$ cat src/rtl/trim_pkg.sv
package trim_pkg;
    localparam int MAG_W  = 2;
    localparam int CODE_W = MAG_W + 1;

    typedef struct packed {
        logic             add;
        logic [MAG_W-1:0] mag;
    } trim_code_t;

    typedef enum logic {
        SH_PASS  = 1'b0,
        SH_EXTRA = 1'b1
    } shape_state_e;
endpackage

$ cat src/rtl/trim_window_sched.sv
module trim_window_sched
    import trim_pkg::*;
#(
    parameter int WINDOW = 100000
) (
    input  logic       clk,
    input  logic       rst_n,
    input  logic       tick_in,
    input  trim_code_t code_in,
    output logic       corr_hit,
    output logic       corr_add
);
    localparam int WIN_W = $clog2(WINDOW);
    localparam int ACC_W = $clog2(WINDOW + (1 << MAG_W));

    logic [WIN_W-1:0] win_q;
    logic [ACC_W-1:0] acc_q;
    logic [ACC_W-1:0] acc_sum;
    trim_code_t       act_q;
    logic             last_tick;

    assign last_tick = tick_in && (win_q == WIN_W'(WINDOW - 1));
    assign acc_sum   = acc_q + ACC_W'(act_q.mag);
    assign corr_hit  = tick_in && (acc_sum >= ACC_W'(WINDOW));
    assign corr_add  = act_q.add;

    always_ff @(posedge clk or negedge rst_n) begin
        if (!rst_n) begin
            win_q <= '0;
            acc_q <= '0;
            act_q <= '0;
        end else if (tick_in) begin
            if (last_tick) begin
                win_q <= '0;
                acc_q <= '0;
                act_q <= code_in;
            end else begin
                win_q <= win_q + 1'b1;
                acc_q <= corr_hit ? (acc_sum - ACC_W'(WINDOW)) : acc_sum;
            end
        end
    end

    // Correction tally per window, kept for the checks below.
    logic [MAG_W:0] corr_cnt_q;
    always_ff @(posedge clk or negedge rst_n) begin
        if (!rst_n)
            corr_cnt_q <= '0;
        else if (last_tick)
            corr_cnt_q <= '0;
        else if (corr_hit)
            corr_cnt_q <= corr_cnt_q + 1'b1;
    end

    // a window closes with exactly magnitude corrections
    a_r3_corr_total: assert property (@(posedge clk) disable iff (!rst_n)
        last_tick |-> ((corr_cnt_q + (MAG_W+1)'(corr_hit)) == (MAG_W+1)'(act_q.mag)));

    // the active code moves only on a window's last tick
    a_r8_code_hold: assert property (@(posedge clk) disable iff (!rst_n)
        !last_tick |=> $stable(act_q));
endmodule

$ cat src/rtl/trim_tick_shaper.sv
module trim_tick_shaper
    import trim_pkg::*;
(
    input  logic clk,
    input  logic rst_n,
    input  logic tick_in,
    input  logic corr_hit,
    input  logic corr_add,
    output logic tick_out
);
    shape_state_e state_q;
    shape_state_e state_d;
    logic         out_q;

    always_ff @(posedge clk or negedge rst_n) begin
        if (!rst_n)
            state_q <= SH_PASS;
        else
            state_q <= state_d;
    end

    always_comb begin
        state_d = state_q;
        unique case (state_q)
            SH_PASS:  if (tick_in && corr_hit && corr_add) state_d = SH_EXTRA;
            SH_EXTRA: state_d = SH_PASS;
            default:  state_d = SH_PASS;
        endcase
    end

    always_ff @(posedge clk or negedge rst_n) begin
        if (!rst_n)
            out_q <= 1'b0;
        else begin
            unique case (state_q)
                SH_PASS:  out_q <= tick_in && !(corr_hit && !corr_add);
                SH_EXTRA: out_q <= 1'b1;
                default:  out_q <= 1'b0;
            endcase
        end
    end

    assign tick_out = out_q;

    // an uncorrected tick reaches the output next cycle
    a_r2_pass_through: assert property (@(posedge clk) disable iff (!rst_n)
        (tick_in && !corr_hit) |=> tick_out);

    // a skipped tick leaves the output low
    a_r7_skip_drop: assert property (@(posedge clk) disable iff (!rst_n)
        (tick_in && corr_hit && !corr_add) |=> !tick_out);

    // an added correction gives two back-to-back output pulses
    a_r6_extra_pair: assert property (@(posedge clk) disable iff (!rst_n)
        (tick_in && corr_hit && corr_add) |=> (tick_out ##1 tick_out));

    // no input tick while the inserted tick is being emitted
    a_r6_gap: assert property (@(posedge clk) disable iff (!rst_n)
        (state_q == SH_EXTRA) |-> !tick_in);
endmodule

$ cat src/rtl/trim_sec_divider.sv
module trim_sec_divider #(
    parameter int DIV = 32768
) (
    input  logic clk,
    input  logic rst_n,
    input  logic tick,
    output logic pps
);
    localparam int DIV_W = $clog2(DIV);

    logic [DIV_W-1:0] cnt_q;
    logic             pps_q;

    always_ff @(posedge clk or negedge rst_n) begin
        if (!rst_n) begin
            cnt_q <= '0;
            pps_q <= 1'b0;
        end else if (tick) begin
            if (cnt_q == DIV_W'(DIV - 1)) begin
                cnt_q <= '0;
                pps_q <= 1'b1;
            end else begin
                cnt_q <= cnt_q + 1'b1;
                pps_q <= 1'b0;
            end
        end else begin
            pps_q <= 1'b0;
        end
    end

    assign pps = pps_q;

    // a pulse always follows a corrected tick
    a_r9_pps_source: assert property (@(posedge clk) disable iff (!rst_n)
        pps_q |-> $past(tick));
endmodule

$ cat src/rtl/ppm_tick_trimmer.sv
module ppm_tick_trimmer
    import trim_pkg::*;
#(
    parameter int WINDOW = 100000,
    parameter int DIV    = 32768
) (
    input  logic              clk,
    input  logic              rst_n,
    input  logic              tick_in,
    input  logic [CODE_W-1:0] trim_code,
    output logic              tick_out,
    output logic              pps_out
);
    trim_code_t code_s;
    logic       corr_hit;
    logic       corr_add;
    logic       tick_fix;

    assign code_s = trim_code;

    trim_window_sched #(.WINDOW(WINDOW)) u_sched (
        .clk      (clk),
        .rst_n    (rst_n),
        .tick_in  (tick_in),
        .code_in  (code_s),
        .corr_hit (corr_hit),
        .corr_add (corr_add)
    );

    trim_tick_shaper u_shape (
        .clk      (clk),
        .rst_n    (rst_n),
        .tick_in  (tick_in),
        .corr_hit (corr_hit),
        .corr_add (corr_add),
        .tick_out (tick_fix)
    );

    trim_sec_divider #(.DIV(DIV)) u_div (
        .clk   (clk),
        .rst_n (rst_n),
        .tick  (tick_fix),
        .pps   (pps_out)
    );

    assign tick_out = tick_fix;
endmodule

$ cat config.mk
export PLATFORM = sky130hd
export DESIGN_NAME = ppm_tick_trimmer
export DESIGN_NICKNAME = d
export VERILOG_FILES = /design/src/rtl/trim_pkg.sv /design/src/rtl/trim_window_sched.sv /design/src/rtl/trim_tick_shaper.sv /design/src/rtl/trim_sec_divider.sv /design/src/rtl/ppm_tick_trimmer.sv
export SDC_FILE = /design/constraint.sdc
export NUM_CORES = 1
export LEC_CHECK = 0
export BUFFER_PORTS_ARGS = -buffer_cell sky130_fd_sc_hd__buf_2
export CORE_UTILIZATION = 55
export CTS_BUF_LIST = sky130_fd_sc_hd__clkbuf_8
export DETAILED_ROUTE_END_ITERATION = 10
export PLACE_DENSITY_LB_ADDON = 0.3
export SLEW_MARGIN = 20
export SYNTH_ARGS = -nofsm -noshare
export SYNTH_HDL_FRONTEND = slang
export SYNTH_HIERARCHICAL = 1
export SYNTH_SLANG_ARGS = --single-unit
$ cat constraint.sdc
create_clock -name clk -period 4.3 [get_ports clk]
set_clock_uncertainty 0.15 [all_clocks]
set_input_delay 0 -clock clk [delete_from_list [all_inputs] [get_ports clk]]
set_output_delay 0 -clock clk [all_outputs]
set_load 0.01 [all_outputs]
== Word level (Yosys, flattened, before mapping) ==
Cells that the tools add are included.
Operators by class
  add/sub/neg operators: 4
  multipliers: 0
  divide/modulo/power cells: 0
  order comparisons: 1
  eq/ne operators: 2
  shift operators: 0
  muxes and demuxes: 9
  bitwise operators: 1
  reductions and logical operators: 9
Operators by type and width (count)
  2-to-1 mux 17 bit: 3
  adder 17 x 1 -> 17 bit (second input constant): 1
  adder 17 x 2 -> 17 bit: 1
  == test 17 bit (second input constant): 1
  >= comparator 17 bit (second input constant): 1
  subtractor 17 bit (second input constant): 1
  adder 15 x 1 -> 15 bit (second input constant): 1
  == test 15 bit (second input constant): 1
  2-to-1 mux 15 bit: 1
  logical AND 1 bit: 6
  case mux 1 bit (2 select lines): 2
  2-to-1 mux 1 bit: 3
  logical NOT 1 bit: 2
  AND reduction 2 bit: 1
  inverter 1 bit: 1
Word-level totals
  bits in registers: 55
  bits in latches: 0
  RAM bits: 0
  memory bits (read-only): 0
  input port bits: 6
  memories: 0

== Depth between registers and ports, before layout ==
  word-level depth: 7
  gate-level depth with buffers: 12

== Modules after synthesis ==
The synthesis kept the hierarchy.
Modules (own cells, without submodules)
  trim_window_sched: times used 1, cells an instance 269, area an instance 2492.4 µm², seq. area each 925.9 µm²
  trim_sec_divider: times used 1, cells an instance 72, area an instance 779.5 µm², seq. area each 400.4 µm²
  trim_tick_shaper: times used 1, cells an instance 5, area an instance 73.8 µm², seq. area each 50.0 µm²

== Worst setup path after synthesis ==
Ideal clock, no wire load.
  path type: flip-flop to flip-flop
  start point: register u_sched.acc_q[0]
  end point: register u_sched.acc_q[8]
  setup time: 0.121 ns
  arrival time: 2.721 ns
  data required time: 4.029 ns
  slack: 1.308 ns
  stages on the path, launching flop included: 11
  cells stage by stage: dfrtp_1 ha_1 inv_1 fa_1 or4_1 a211oi_2 o22ai_2 a311oi_1 xor2_1 o21ai_0 a22o_1
On the way
  cells in the longest elaborated chain, start to end: 5
  elaborated cells between the ends (all ways): 6
Ends and longest elaborated chain
  start, declared: RTL line trim_window_sched.sv:17  | logic [ACC_W-1:0] acc_q;
  start signal, assigned: RTL line trim_window_sched.sv:39  | acc_q <= corr_hit ? (acc_sum - ACC_W'(WINDOW)) : acc_sum;
  adder 17 x 2 -> 17 bit *: RTL line trim_window_sched.sv:23  | assign acc_sum = acc_q + ACC_W'(act_q.mag);
  >= comparator 17 bit: RTL line trim_window_sched.sv:24  | assign corr_hit = tick_in && (acc_sum >= ACC_W'(WINDOW));
  logical AND 1 bit: RTL line trim_window_sched.sv:24
  2-to-1 mux 17 bit *: RTL line trim_window_sched.sv:39
  2-to-1 mux 17 bit *: RTL line trim_window_sched.sv:33  | if (last_tick) begin
Mark *: on every way between the ends. The rest lies on a longest branch, timed or not.
A chain may end at the register's enable or synchronous reset.

== Final worst setup path ==
Same ends and word-level chain as after synthesis.

==> metrics.md <==
| Metric | Value |
|---|---|
| MaxCap Viol Count | `0` |
| Distinct cells, synth | `75` |
| Post_cts resized | `0` |
| Final Cycle Share | `79.2%` |
| Synth top area share | `41.1%` |
| Clock latency on the worst-skew pair | `310 ps` |
| Clock sinks | `55` |
| Hold Violations, Final | `0` |
| Synth area leader | `dfrtp_1` |
| H-tree levels | `2` |
| Post-Route WL | `6.66 mm` |
| Crit path launch type | `register` |
| CP Buf/Inv Count | `1` |
| WP data arrival | `3470 ps` |
| Critical-path top delay cell | `or4_1` |
| Core footprint | `5890 um^2` |
| Seq/Total Area, Yosys | `41.1%` |
| Slew Limit Fails | `0` |
| Max Fclk | `0.294 GHz` |
| CTS tree | `built` |
| Worst-path maximum fanout | `13` |
| First-pass GRT wire length | `11.5 mm` |
| Pwr Density | `422 nW/um^2` |
| Setup WS post-layout | `894 ps` |
| Final #Nets | `368` |
| Post-Synthesis Cells | `346` |
| Row cnt | `28` |
| Tot GR Track Use | `23.2%` |
| Reg2reg end | `u_sched/acc_q[8]$_DFFE_PN0P_` |
| Main combinational cell family by area after synthesis | `simple AND/OR/NAND/NOR gates` |
| Synth Area in Compound Gates | `14.6%` |
| Int Power | `0.976 mW` |
| Total vias in the final route | `2,597` |
| Status | `finished, final reports clean` |
| Die width | `80.0 um` |
| Worst-Margin Slew | `767 ps` |
| Post-Synth XOR/XNOR Area | `9.65%` |
| TritonCTS buffer count | `5` |
| Vias in the first global route | `2,516` |
| RSZ-0062 raised after global routing | `false` |
| CP cell instances | `ha_1 -> inv_1 -> fa_1 -> or4_1 -> a211oi_2 -> o22ai_2 -> a311oi_1 -> xor2_1 -> o21ai_0 -> a22o_1` |
| Layout Area Growth over Synthesis | `7.70%` |
| Simple-Gate Fraction of Synth Area | `26.7%` |
| Number of post-CTS setup repair buffers | `0` |
| Largest net degree at the start of global routing | `56` |
| Post-Synth Adder-Cell Area | `2.09%` |
| Die area | `6400 um^2` |
| Port buffer count | `7` |
| Initial antenna violation count | `0` |
| EDFF count, synth | `0` |
| Dpl hpwl | `4.63 mm` |
| Clock root buffer | `clkbuf_8` |
| Placed Cells | `419` |
| Final hold slack | `183 ps` |
| Leak | `1.51 nW` |
| Routed Antenna Nets | `0` |
| Clock Power Share | `23.6%` |
| Post-route insts no fill | `433` |
| Met3 global-route usage | `3.77%` |
| CP required | `4360 ps` |
| DRC viols | `0` |
| Headroom to the max-slew limit | `48.5%` |
| Layout cells sized above 1 | `13.4%` |
| Max clock buf depth | `2` |
| Final setup viols | `0` |
| Switching share of total power | `35.9%` |
| Dominant synthesized flop cell | `dfrtp_1` |
| Via/cell ratio | `6.00` |
| Final TNS setup | `0 ps` |
| Most used routing layer in global routing | `met2` |
| Hold-fix buffers, CTS | `5` |
| GRT overflow | `0` |
| Gate power share | `24.5%` |
| Crit Path Category | `register to register` |
| Yosys Warn Count | `6` |
| GRT met1 Usage | `30.7%` |
| # IOs | `8` |
| Clock slew at reported path FFs | `100 ps` |
| GPL Wtd Cong | `0.863` |
| Synthesized area per cell | `9.67 um^2` |
| Post-layout min period | `3410 ps` |
| Initial DRC count | `133` |
| Crit path largest cell delay | `610 ps` |
| FF-to-FF Start | `u_sched/acc_q[0]$_DFFE_PN0P_` |
| Share of power burned in registers | `51.9%` |
| Post-Synthesis Cell Area | `3350 um^2` |
| Worst min path class | `input port to async pin` |
| Setup Slack @ Placement | `917 ps` |
| Starting Density | `56.8%` |
| CP Capture Type | `register` |
| Reg2reg path depth | `10` |
| Die extent in y | `80.0 um` |
| Met2 usage | `38.7%` |
| Drt pass-1 iters | `4` |
| Wire per inst | `15.4 um` |
| Synthesized net count | `357` |
| ANT cells | `0` |
| Multiplexer area fraction after synthesis | `2.17%` |
| R2r setup slk | `890 ps` |
| Synth top area cells | `dfrtp_1 41%, xnor2_1 6.8%, nand2_1 3.6%, nor2_1 3.6%, nand3_1 2.5%` |
| VDD IR max | `0.000217 V` |
| Fin util | `61.2%` |
| Ys async rst share | `100%` |
| FF+latch count, synth | `55` |
| Net Switching | `0.546 mW` |
| Top cell family by delay on the critical path | `compound AO/OA/AOI/OAI gates` |
-- final cells by class --
type	instances	area (um^2)
repair buffers	16	119
multi-input cells	266	1850
clock inverters	2	35.0
inverters	13	48.8
clock buffers	6	82.6
flip-flops and latches	55	1380
fillers	519	2280
well taps	75	93.8
-- metrics by stage --
step	total power [mW]	cell area, um^2
after floorplan	1.08	3350
after global placement	1.15	3420
after detailed placement	1.16	3420
after CTS	1.53	3590
after global routing	1.62	3600
final	1.52	3600
-- worst register-to-register path, cell delays in order (launching register included) --
cell,delay [ps]
dfrtp_1,370
ha_1,210
inv_1,70
fa_1,600
or4_1,610
a211oi_2,250
o22ai_2,180
a311oi_1,350
xor2_1,220
o21ai_0,100
a22o_1,190
-- cell usage after synthesis, drive strengths merged, types with 2 or more instances --
master    n
a211oi    2
a21o      3
a21oi     8
a22o      3
a22oi     2
a311oi    3
a31oi     2
and2      2
and3      4
and4      3
buf       8
clkbuf    4
dfrtp    55
ha        4
inv      13
mux2      2
mux2i     5
nand2    34
nand2b    6
nand3    18
nand4    10
nor2     32
nor3     11
nor3b     3
nor4     11
o21ai    18
o22ai     3
o2bb2ai   3
o31ai     6
or2       3
or3       6
or4       4
or4b      3
xnor2    27
xor2      9
-- worst max-delay path by stage --
stage | start | end | slack (ps) | depth (start not counted)
final | u_sched/acc_q[0]$_DFFE_PN0P_ | u_sched/acc_q[8]$_DFFE_PN0P_ | 890 | 10
after global routing | u_sched/acc_q[0]$_DFFE_PN0P_ | u_sched/acc_q[6]$_DFFE_PN0P_ | 710 | 10
after CTS | u_sched/acc_q[0]$_DFFE_PN0P_ | u_sched/acc_q[7]$_DFFE_PN0P_ | 920 | 10
after detailed placement | u_sched/acc_q[0]$_DFFE_PN0P_ | u_sched/acc_q[8]$_DFFE_PN0P_ | 920 | 10
after global placement | u_sched/acc_q[0]$_DFFE_PN0P_ | u_sched/acc_q[7]$_DFFE_PN0P_ | 1020 | 10
after floorplan | u_sched/acc_q[0]$_DFFE_PN0P_ | u_sched/acc_q[8]$_DFFE_PN0P_ | 1310 | 10
-- sequential cells by signal, summed over array words and instances, names as in the netlist --
signal / cells
u_div/cnt_q: 15
u_div/pps: 1
u_sched/acc_q: 17
u_sched/act_q: 2
u_sched/corr_add: 1
u_sched/win_q: 17
u_shape/state_q: 1
u_shape/tick_out: 1
-- power groups by stage --
| stage | registers [mW] | logic [mW] | clock network [mW] |
|---|---|---|---|
| floorplan | 0.718 | 0.365 | 0 |
| CTS | 0.787 | 0.373 | 0.370 |
| detailed placement | 0.794 | 0.370 | 0 |
| global route | 0.813 | 0.419 | 0.388 |
| finish | 0.789 | 0.374 | 0.359 |
| global placement | 0.789 | 0.359 | 0 |
-- routing by layer --
| metal | share of wire, % | wire length (um) | up-vias |
|---|---|---|---|
| li1 | - | - | 1283 |
| met1 | 47 | 3130 | 1273 |
| met2 | 50 | 3330 | 35 |
| met3 | 2.3 | 152 | 6 |
| met4 | 0.87 | 58 | 0 |
| met5 | 0 | 0 | - |
-- cells in the final DEF, fill, tap and decap left out, types with 5 or more instances in the layout --
cell	synthesis	routed
a21oi_1	6	6
xor2_1	9	9
dfrtp_1	55	55
nand4_1	8	8
nor3_1	11	11
dlygate4sd3_1	0	5
nand2_1	32	32
nand3_1	17	17
nor4_1	8	8
or3_1	6	6
o31ai_1	6	6
xnor2_1	26	26
inv_1	12	12
buf_2	4	7
o21ai_0	14	14
mux2i_1	5	5
nor2_1	32	32
nand2b_1	6	6
clkbuf_8	0	6
-- kinds of logic after synthesis --
| group | after synthesis |
|---|---|
| buf+inv | 25 |
| compound gates | 64 |
| simple gates | 154 |
| flops | 55 |
| xor+xnor | 36 |
| fa+ha+maj | 5 |
| mux | 7 |
Note: power is estimated with default switching activity, not from simulation.
